$ cat src/rtl/pwr_pid_pkg.sv
package pwr_pid_pkg;
    typedef enum logic [0:0] {
        MODE_PID  = 1'b0,
        MODE_RAMP = 1'b1
    } mode_e;
endpackage

$ cat src/rtl/pwr_pid_pv.sv
module pwr_pid_pv #(
    parameter int VW = 12,
    parameter int IW = 12
) (
    input  logic [VW-1:0]    v_pass,
    input  logic [IW-1:0]    i_load,
    input  logic [VW-1:0]    thr,
    output logic [VW+IW-1:0] pv,
    output logic             collapse
);
    localparam int PW = VW + IW;

    always_comb begin
        pv       = PW'(v_pass) * PW'(i_load);
        collapse = (v_pass < thr);
    end
endmodule

$ cat src/rtl/pwr_pid_law.sv
module pwr_pid_law #(
    parameter int PW   = 24,
    parameter int GW   = 16,
    parameter int FRAC = 8,
    parameter int DW   = 12,
    parameter int AW   = 48
) (
    input  logic [PW-1:0]        pv,
    input  logic [PW-1:0]        pv_prev,
    input  logic [PW-1:0]        target,
    input  logic signed [PW:0]   e_prev,
    input  logic [GW-1:0]        kp,
    input  logic [GW-1:0]        ki,
    input  logic [GW-1:0]        kd,
    input  logic signed [AW-1:0] integ,
    input  logic [DW-1:0]        dmin,
    input  logic [DW-1:0]        dmax,
    output logic signed [PW:0]   err,
    output logic signed [AW-1:0] integ_nx,
    output logic [DW-1:0]        duty_nx,
    output logic                 clamped
);
    localparam int EW = PW + 1;
    localparam int MW = EW + GW + 2;
    localparam int SW = AW + 2;
    localparam logic signed [SW-1:0] IMAX = SW'({1'b0, {(AW-1){1'b1}}});
    localparam logic signed [SW-1:0] IMIN = -IMAX - SW'(1);

    logic signed [MW-1:0] kp_x, ki_x, kd_x, e_x, es_x, dpv_x;
    logic signed [MW-1:0] pterm, iinc, dterm;
    logic signed [SW-1:0] i_raw, i_sat, acc, shifted, hi_s, lo_s;

    always_comb begin
        err   = $signed({1'b0, target}) - $signed({1'b0, pv});
        kp_x  = MW'({1'b0, kp});
        ki_x  = MW'({1'b0, ki});
        kd_x  = MW'({1'b0, kd});
        e_x   = MW'(err);
        es_x  = MW'(err) + MW'(e_prev);
        dpv_x = MW'($signed({1'b0, pv})) - MW'($signed({1'b0, pv_prev}));
        pterm = kp_x * e_x;
        iinc  = ki_x * es_x;
        dterm = kd_x * dpv_x;

        i_raw = SW'(integ) + SW'(iinc);
        if (i_raw > IMAX)      i_sat = IMAX;
        else if (i_raw < IMIN) i_sat = IMIN;
        else                   i_sat = i_raw;

        acc     = SW'(pterm) + i_sat - SW'(dterm);
        shifted = acc >>> FRAC;
        hi_s    = SW'({1'b0, dmax});
        lo_s    = SW'({1'b0, dmin});

        if (shifted > hi_s) begin
            duty_nx = dmax;
            clamped = 1'b1;
        end else if (shifted < lo_s) begin
            duty_nx = dmin;
            clamped = 1'b1;
        end else begin
            duty_nx = shifted[DW-1:0];
            clamped = 1'b0;
        end
        integ_nx = clamped ? integ : i_sat[AW-1:0];
    end
endmodule

$ cat src/rtl/pwr_pid_ramp.sv
module pwr_pid_ramp #(
    parameter int DW = 12
) (
    input  logic [DW-1:0] duty,
    input  logic [DW-1:0] step,
    input  logic [DW-1:0] dmax,
    output logic [DW-1:0] ramp_nx,
    output logic          at_max
);
    logic [DW:0] sum;

    always_comb begin
        sum     = {1'b0, duty} + {1'b0, step};
        ramp_nx = (sum > {1'b0, dmax}) ? dmax : sum[DW-1:0];
        at_max  = (duty >= dmax);
    end
endmodule

$ cat src/rtl/pwr_pid_ctrl.sv
module pwr_pid_ctrl
    import pwr_pid_pkg::*;
#(
    parameter int VW   = 12,
    parameter int IW   = 12,
    parameter int GW   = 16,
    parameter int FRAC = 8,
    parameter int DW   = 12,
    parameter int AW   = 48
) (
    input  logic               clk,
    input  logic               rst_n,
    input  logic               smp_vld,
    input  logic [VW-1:0]      v_pass,
    input  logic [IW-1:0]      i_load,
    input  logic [VW+IW-1:0]   p_target,
    input  logic [GW-1:0]      kp,
    input  logic [GW-1:0]      ki,
    input  logic [GW-1:0]      kd,
    input  logic [DW-1:0]      ramp_step,
    input  logic [VW-1:0]      collapse_thr,
    input  logic [DW-1:0]      duty_min,
    input  logic [DW-1:0]      duty_max,
    input  logic               settings_chg,
    output logic [DW-1:0]      duty,
    output logic               override_act
);
    localparam int PW = VW + IW;
    localparam int EW = PW + 1;

    mode_e                mode_q, mode_d;
    logic [PW-1:0]        pv, pv_prev_q;
    logic signed [EW-1:0] err, e_prev_q;
    logic signed [AW-1:0] integ_q, integ_nx, preload;
    logic [DW-1:0]        duty_q, duty_pid, ramp_nx;
    logic                 collapse, clamped, at_max, chg_pend_q, trigger;

    pwr_pid_pv #(.VW(VW), .IW(IW)) u_pv (
        .v_pass   (v_pass),
        .i_load   (i_load),
        .thr      (collapse_thr),
        .pv       (pv),
        .collapse (collapse)
    );

    pwr_pid_law #(.PW(PW), .GW(GW), .FRAC(FRAC), .DW(DW), .AW(AW)) u_law (
        .pv       (pv),
        .pv_prev  (pv_prev_q),
        .target   (p_target),
        .e_prev   (e_prev_q),
        .kp       (kp),
        .ki       (ki),
        .kd       (kd),
        .integ    (integ_q),
        .dmin     (duty_min),
        .dmax     (duty_max),
        .err      (err),
        .integ_nx (integ_nx),
        .duty_nx  (duty_pid),
        .clamped  (clamped)
    );

    pwr_pid_ramp #(.DW(DW)) u_ramp (
        .duty    (duty_q),
        .step    (ramp_step),
        .dmax    (duty_max),
        .ramp_nx (ramp_nx),
        .at_max  (at_max)
    );

    // Override request: collapse now, or a settings change since the last sample.
    assign trigger = collapse | chg_pend_q | settings_chg;
    assign preload = AW'(duty_q) << FRAC;

    // Next-state logic: ENTER_RAMP and LEAVE_RAMP
    always_comb begin
        mode_d = mode_q;
        unique case (mode_q)
            MODE_PID: begin
                if (smp_vld && trigger) mode_d = MODE_RAMP;
            end
            MODE_RAMP: begin
                if (smp_vld && !trigger && at_max) mode_d = MODE_PID;
            end
        endcase
    end

    // State register
    always_ff @(posedge clk or negedge rst_n) begin
        if (!rst_n) mode_q <= MODE_PID;
        else        mode_q <= mode_d;
    end

    // Datapath and output registers
    always_ff @(posedge clk or negedge rst_n) begin
        if (!rst_n) begin
            duty_q     <= '0;
            integ_q    <= '0;
            e_prev_q   <= '0;
            pv_prev_q  <= '0;
            chg_pend_q <= 1'b0;
        end else if (smp_vld) begin
            pv_prev_q  <= pv;
            e_prev_q   <= err;
            chg_pend_q <= 1'b0;
            unique case (mode_q)
                MODE_PID: begin
                    if (trigger) begin
                        duty_q <= ramp_nx;
                    end else begin
                        duty_q  <= duty_pid;
                        integ_q <= integ_nx;
                    end
                end
                MODE_RAMP: begin
                    if (!trigger && at_max) integ_q <= preload;
                    else                    duty_q  <= ramp_nx;
                end
            endcase
        end else if (settings_chg) begin
            chg_pend_q <= 1'b1;
        end
    end

    assign duty         = duty_q;
    assign override_act = (mode_q == MODE_RAMP);
endmodule

$ cat config.mk
export PLATFORM = sky130hd
export DESIGN_NAME = pwr_pid_ctrl
export DESIGN_NICKNAME = d
export VERILOG_FILES = /design/src/rtl/pwr_pid_pkg.sv /design/src/rtl/pwr_pid_pv.sv /design/src/rtl/pwr_pid_law.sv /design/src/rtl/pwr_pid_ramp.sv /design/src/rtl/pwr_pid_ctrl.sv
export SDC_FILE = /design/constraint.sdc
export NUM_CORES = 2
export LEC_CHECK = 0
export BUFFER_PORTS_ARGS = -buffer_cell sky130_fd_sc_hd__buf_2
export CAP_MARGIN = 10
export CORE_ASPECT_RATIO = 1.2
export CORE_MARGIN = 3
export CORE_UTILIZATION = 30
export CTS_BUF_LIST = sky130_fd_sc_hd__clkbuf_16
export CTS_CLUSTER_SIZE = 10
export DETAILED_ROUTE_END_ITERATION = 10
export PLACE_DENSITY = 0.44
export SYNTH_ARGS = -nofsm -noshare
export SYNTH_HDL_FRONTEND = slang
export SYNTH_SLANG_ARGS = --single-unit
export TNS_END_PERCENT = 1
$ cat constraint.sdc
create_clock -name clk -period 18.15 [get_ports clk]
set_input_delay 1.815 -clock clk [delete_from_list [all_inputs] [get_ports clk]]
set_output_delay 1.815 -clock clk [all_outputs]
set_load 0.05 [all_outputs]
==> impl_metrics.py <==
metrics = {
    "synth": {
        "netlist.top_cell.by_area": "fa_1",
        "syn_nets": 9478,
        "synth_xor_area_frac": 0.0331,
        "synth_seq_area_share": 0.0428,
        "ys_ff_latch": 111,
        "synth_top_area_frac": 0.454,
        "synthSimpleGateAreaFrac": 0.151,
        "synth_compound_area_frac": 0.0840,
        "synthMuxAreaShare": 0.00731,
        "synth-edff-count": 0,
        "synth_top_family_by_area": "adder cells",
        "synthArstFlopShare": 1.00,
        "yosys_warnings": 0,
        "synth_area_per_cell_um2": 8.87,
        "synthFlopType": "dfrtp_1",
        "synth.area.top_cells": "fa_1 45%, ha_1 11%, inv_1 10%, nand2_1 5.5%, and2_1 5.4%",
        "yosys.area_share.adder": 0.561,
        "synth_area_um2": 64900,
        "synthDistinctLibCells": 103,
        "synthCells": 7313,
    },
    "route": {
        "drt_iter0_markers": 2127,
        "drt_pass1_iterations": 8,
        "via_per_inst": 4.61,
        "drc": 0,
        "vias": 51282,
        "top_layer": "met4",
        "met3_length_mm": 4.89,
        "dr_wl_met2_mm": 109,
        "wire_per_inst_um": 18.5,
        "antenna_left": 0,
        "wirelength_mm": 206,
        "drt-met1-wl_mm": 87.0,
    },
    "global_route": {
        "grt_pass1_wl_mm": 332,
        "antenna_found_initial": 21,
        "grt_overflow": 0,
        "grt_use_total": 0.192,
        "grt_max_degree": 60,
        "grt_pass1_vias": 57972,
    },
    "worst_hold_path": {
        "hold_depth": 2,
        "hold_path_end": "chg_pend_q",
        "hold_class": "register to register",
        "hp-start": "chg_pend_q",
    },
    "sta": {
        "setup_violations": 60,
        "worst_pin_slew_ns": 0.942,
        "setup_ws_ns": -3.86,
        "hold_violations": 0,
        "slew_headroom": 0.367,
        "min_period_ns": 22.01,
        "rsz0062_at_grt": "yes",
        "max_freq_mhz": 45.4,
        "drv_slew": 0,
        "fin_skew_ns": 0.0319,
        "period_share": 1.21,
    },
    "setup_path": {
        "worstPathArrival_ns": 22.34,
        "crit_path_start_kind": "primary input",
        "critPathSlowestCell": "fa_1",
        "r2r-end": "integ_q[28]",
        "setup.worst_path.end_class": "register",
        "slowest_delay_ns": 0.58,
        "path_common_cell": "fa_1",
        "crit_type": "primary input to register",
        "ff2ff_path_depth": 67,
        "reg2reg_from": "pv_prev_q[0]",
        "required_ns": 18.48,
        "path_max_fanout": 10,
        "rrSetupSlack_ns": 0.82,
    },
    "cells_and_area": {
        "nNetsFinal": 10455,
        "synthToLayoutAreaGrowth_pct": 20.4,
        "layoutNonFillerInstCount": 11124,
        "drive_gt1_frac": 0.179,
    },
    "clock_network": {
        "ctsHoldBuffers": 0,
        "clk_latency_ns": 0.44,
        "cts_buffers": 9,
        "cts_tree": "yes",
        "cts.sinks": 111,
        "cts-htree-levels": 3,
        "clockBufferDepth": 2,
        "path_clk_slew_ns": 0.11,
        "cts-root-buf": "clkbuf_16",
    },
    "die": {
        "initial_utilization": 0.302,
        "core-area_um2": 215000,
        "io-pin-count": 161,
        "die_area_um2": 222000,
        "num_rows": 186,
        "fp.dieH_um": 516,
        "die_w_um": 431,
    },
    "placed_design": {
        "dp_hpwl_mm": 182,
        "dp_cells": 11072,
        "routabilityCongestion": 0.870,
        "io_buffers": 160,
    },
    "run": {
        "max-cap-violations": 0,
    },
    "status": {
        "violations": "setup timing",
        "status": "complete, but fails checks",
    },
}
-- worst max-delay path by stage --
stage	end	slack, ns	startpoint	depth (start not counted)
2_1_floorplan	integ_q[24]	-2.99	v_pass[5]	85
4_1_cts	integ_q[40]	-3.76	v_pass[3]	87
3_5_place_dp	integ_q[18]	-4.71	i_load[3]	87
5_1_grt	integ_q[1]	-4.59	v_pass[5]	91
6_report	integ_q[28]	-3.86	v_pass[5]	82
3_3_place_gp	integ_q[22]	-4.63	i_load[3]	86
-- timing repair --
item | CTS | global route
pin swaps | 29 | 34
buffers inserted | 16 | 6
gates resized for setup | 56 | 67
gates cloned | 2 | 3
endpoints found under the setup margin | 60 | 60
-- area by class of cell --
class	count	area [µm²]
Fill cell	22354	136000
Tap cell	2820	3530
Sequential cell	111	2780
Inverter	1792	6730
Antenna cell	9	22.5
Multi-Input combinational cell	5137	55300
Clock inverter	7	91.3
Timing Repair Buffer	1239	9440
Clock buffer	9	225
-- synthesized netlist by cell type (8+ instances only) --
library cell	number
a2111oi_0	8
a211o_1	10
a211oi_1	21
a21boi_0	10
a21o_1	96
a21oi_1	212
a22o_1	35
a31o_2	9
a31oi_1	38
and2_1	560
and3_1	24
and4b_1	11
buf_2	18
clkbuf_1	244
dfrtp_1	111
fa_1	1472
ha_1	545
inv_1	1791
maj3_1	11
mux2_2	27
mux2i_1	17
nand2_1	955
nand2b_1	43
nand3_1	46
nand4_1	21
nor2_1	186
nor2b_1	72
nor3_1	38
o211a_1	12
o211ai_1	15
o21a_1	32
o21ai_0	139
o21bai_1	33
o31ai_1	24
or2_2	9
or3_1	20
xnor2_1	168
xor2_1	72
-- registers in the layout, summed over array words and instances, names as in the netlist --
name          cells
integ_q          48
e_prev_q         25
pv_prev_q        24
duty             12
chg_pend_q        1
override_act      1
-- metal layers --
layer	global-route usage	vias to the layer above
li1	-	23928
met1	0.240	26503
met2	0.359	668
met3	0.0131	183
met4	0.0408	0
met5	0	-
-- worst max-delay path: cells and delay by family --
kind,cells,cell delay [ns]
and+or+nand+nor,13,2.82
buffers and inverters,21,2.43
AOI/OAI and AO/OA,25,5.88
adders and majority gates,21,9.06
xor gates and xnor gates,2,0.28
-- metrics by stage --
stage	setup WS (ns)	cell area (µm²)	hold slack (ns)	TNS, ns	utilization
floorplan	-2.99	65300	0.447	-177.09	-
finish	-3.86	78100	0.493	-225.75	0.364
detailed placement	-4.71	77000	0.478	-278.61	0.359
global route	-4.59	78100	0.529	-270.64	0.364
CTS	-3.76	77700	0.502	-220.96	0.362
global placement	-4.63	77000	0.478	-273.88	0.359
-- cell usage in the layout (no fill, tap or decap), types with 34 or more instances in the layout --
master	count
buf_2	154
a21oi_1	189
buf_12	34
inv_1	1787
nor2_1	179
dfrtp_1	111
buf_4	1034
nand3_1	44
fa_1	1466
ha_1	528
xor2_1	64
xnor2_1	144
nand2_1	943
and2_1	558
nand2b_1	43
nor2b_1	72
o21ai_0	128
a22o_1	35
a21o_1	96
-- kinds of logic (layout without fill, tap and decap cells) --
kind of cell / count (synthesis) / count (layout)
buffers and inverters: 2066 / 3047
adder cells (fa/ha/maj): 2030 / 2030
AND/OR/NAND/NOR: 2019 / 2019
AO/OA/AOI/OAI: 801 / 802
XOR/XNOR: 242 / 242
flip-flops: 111 / 111
multiplexers: 44 / 44
other: 0 / 9
Power is left out: the tool's default activity adds up to more than one toggle a clock period on the data nets, which glitch-free logic cannot reach.
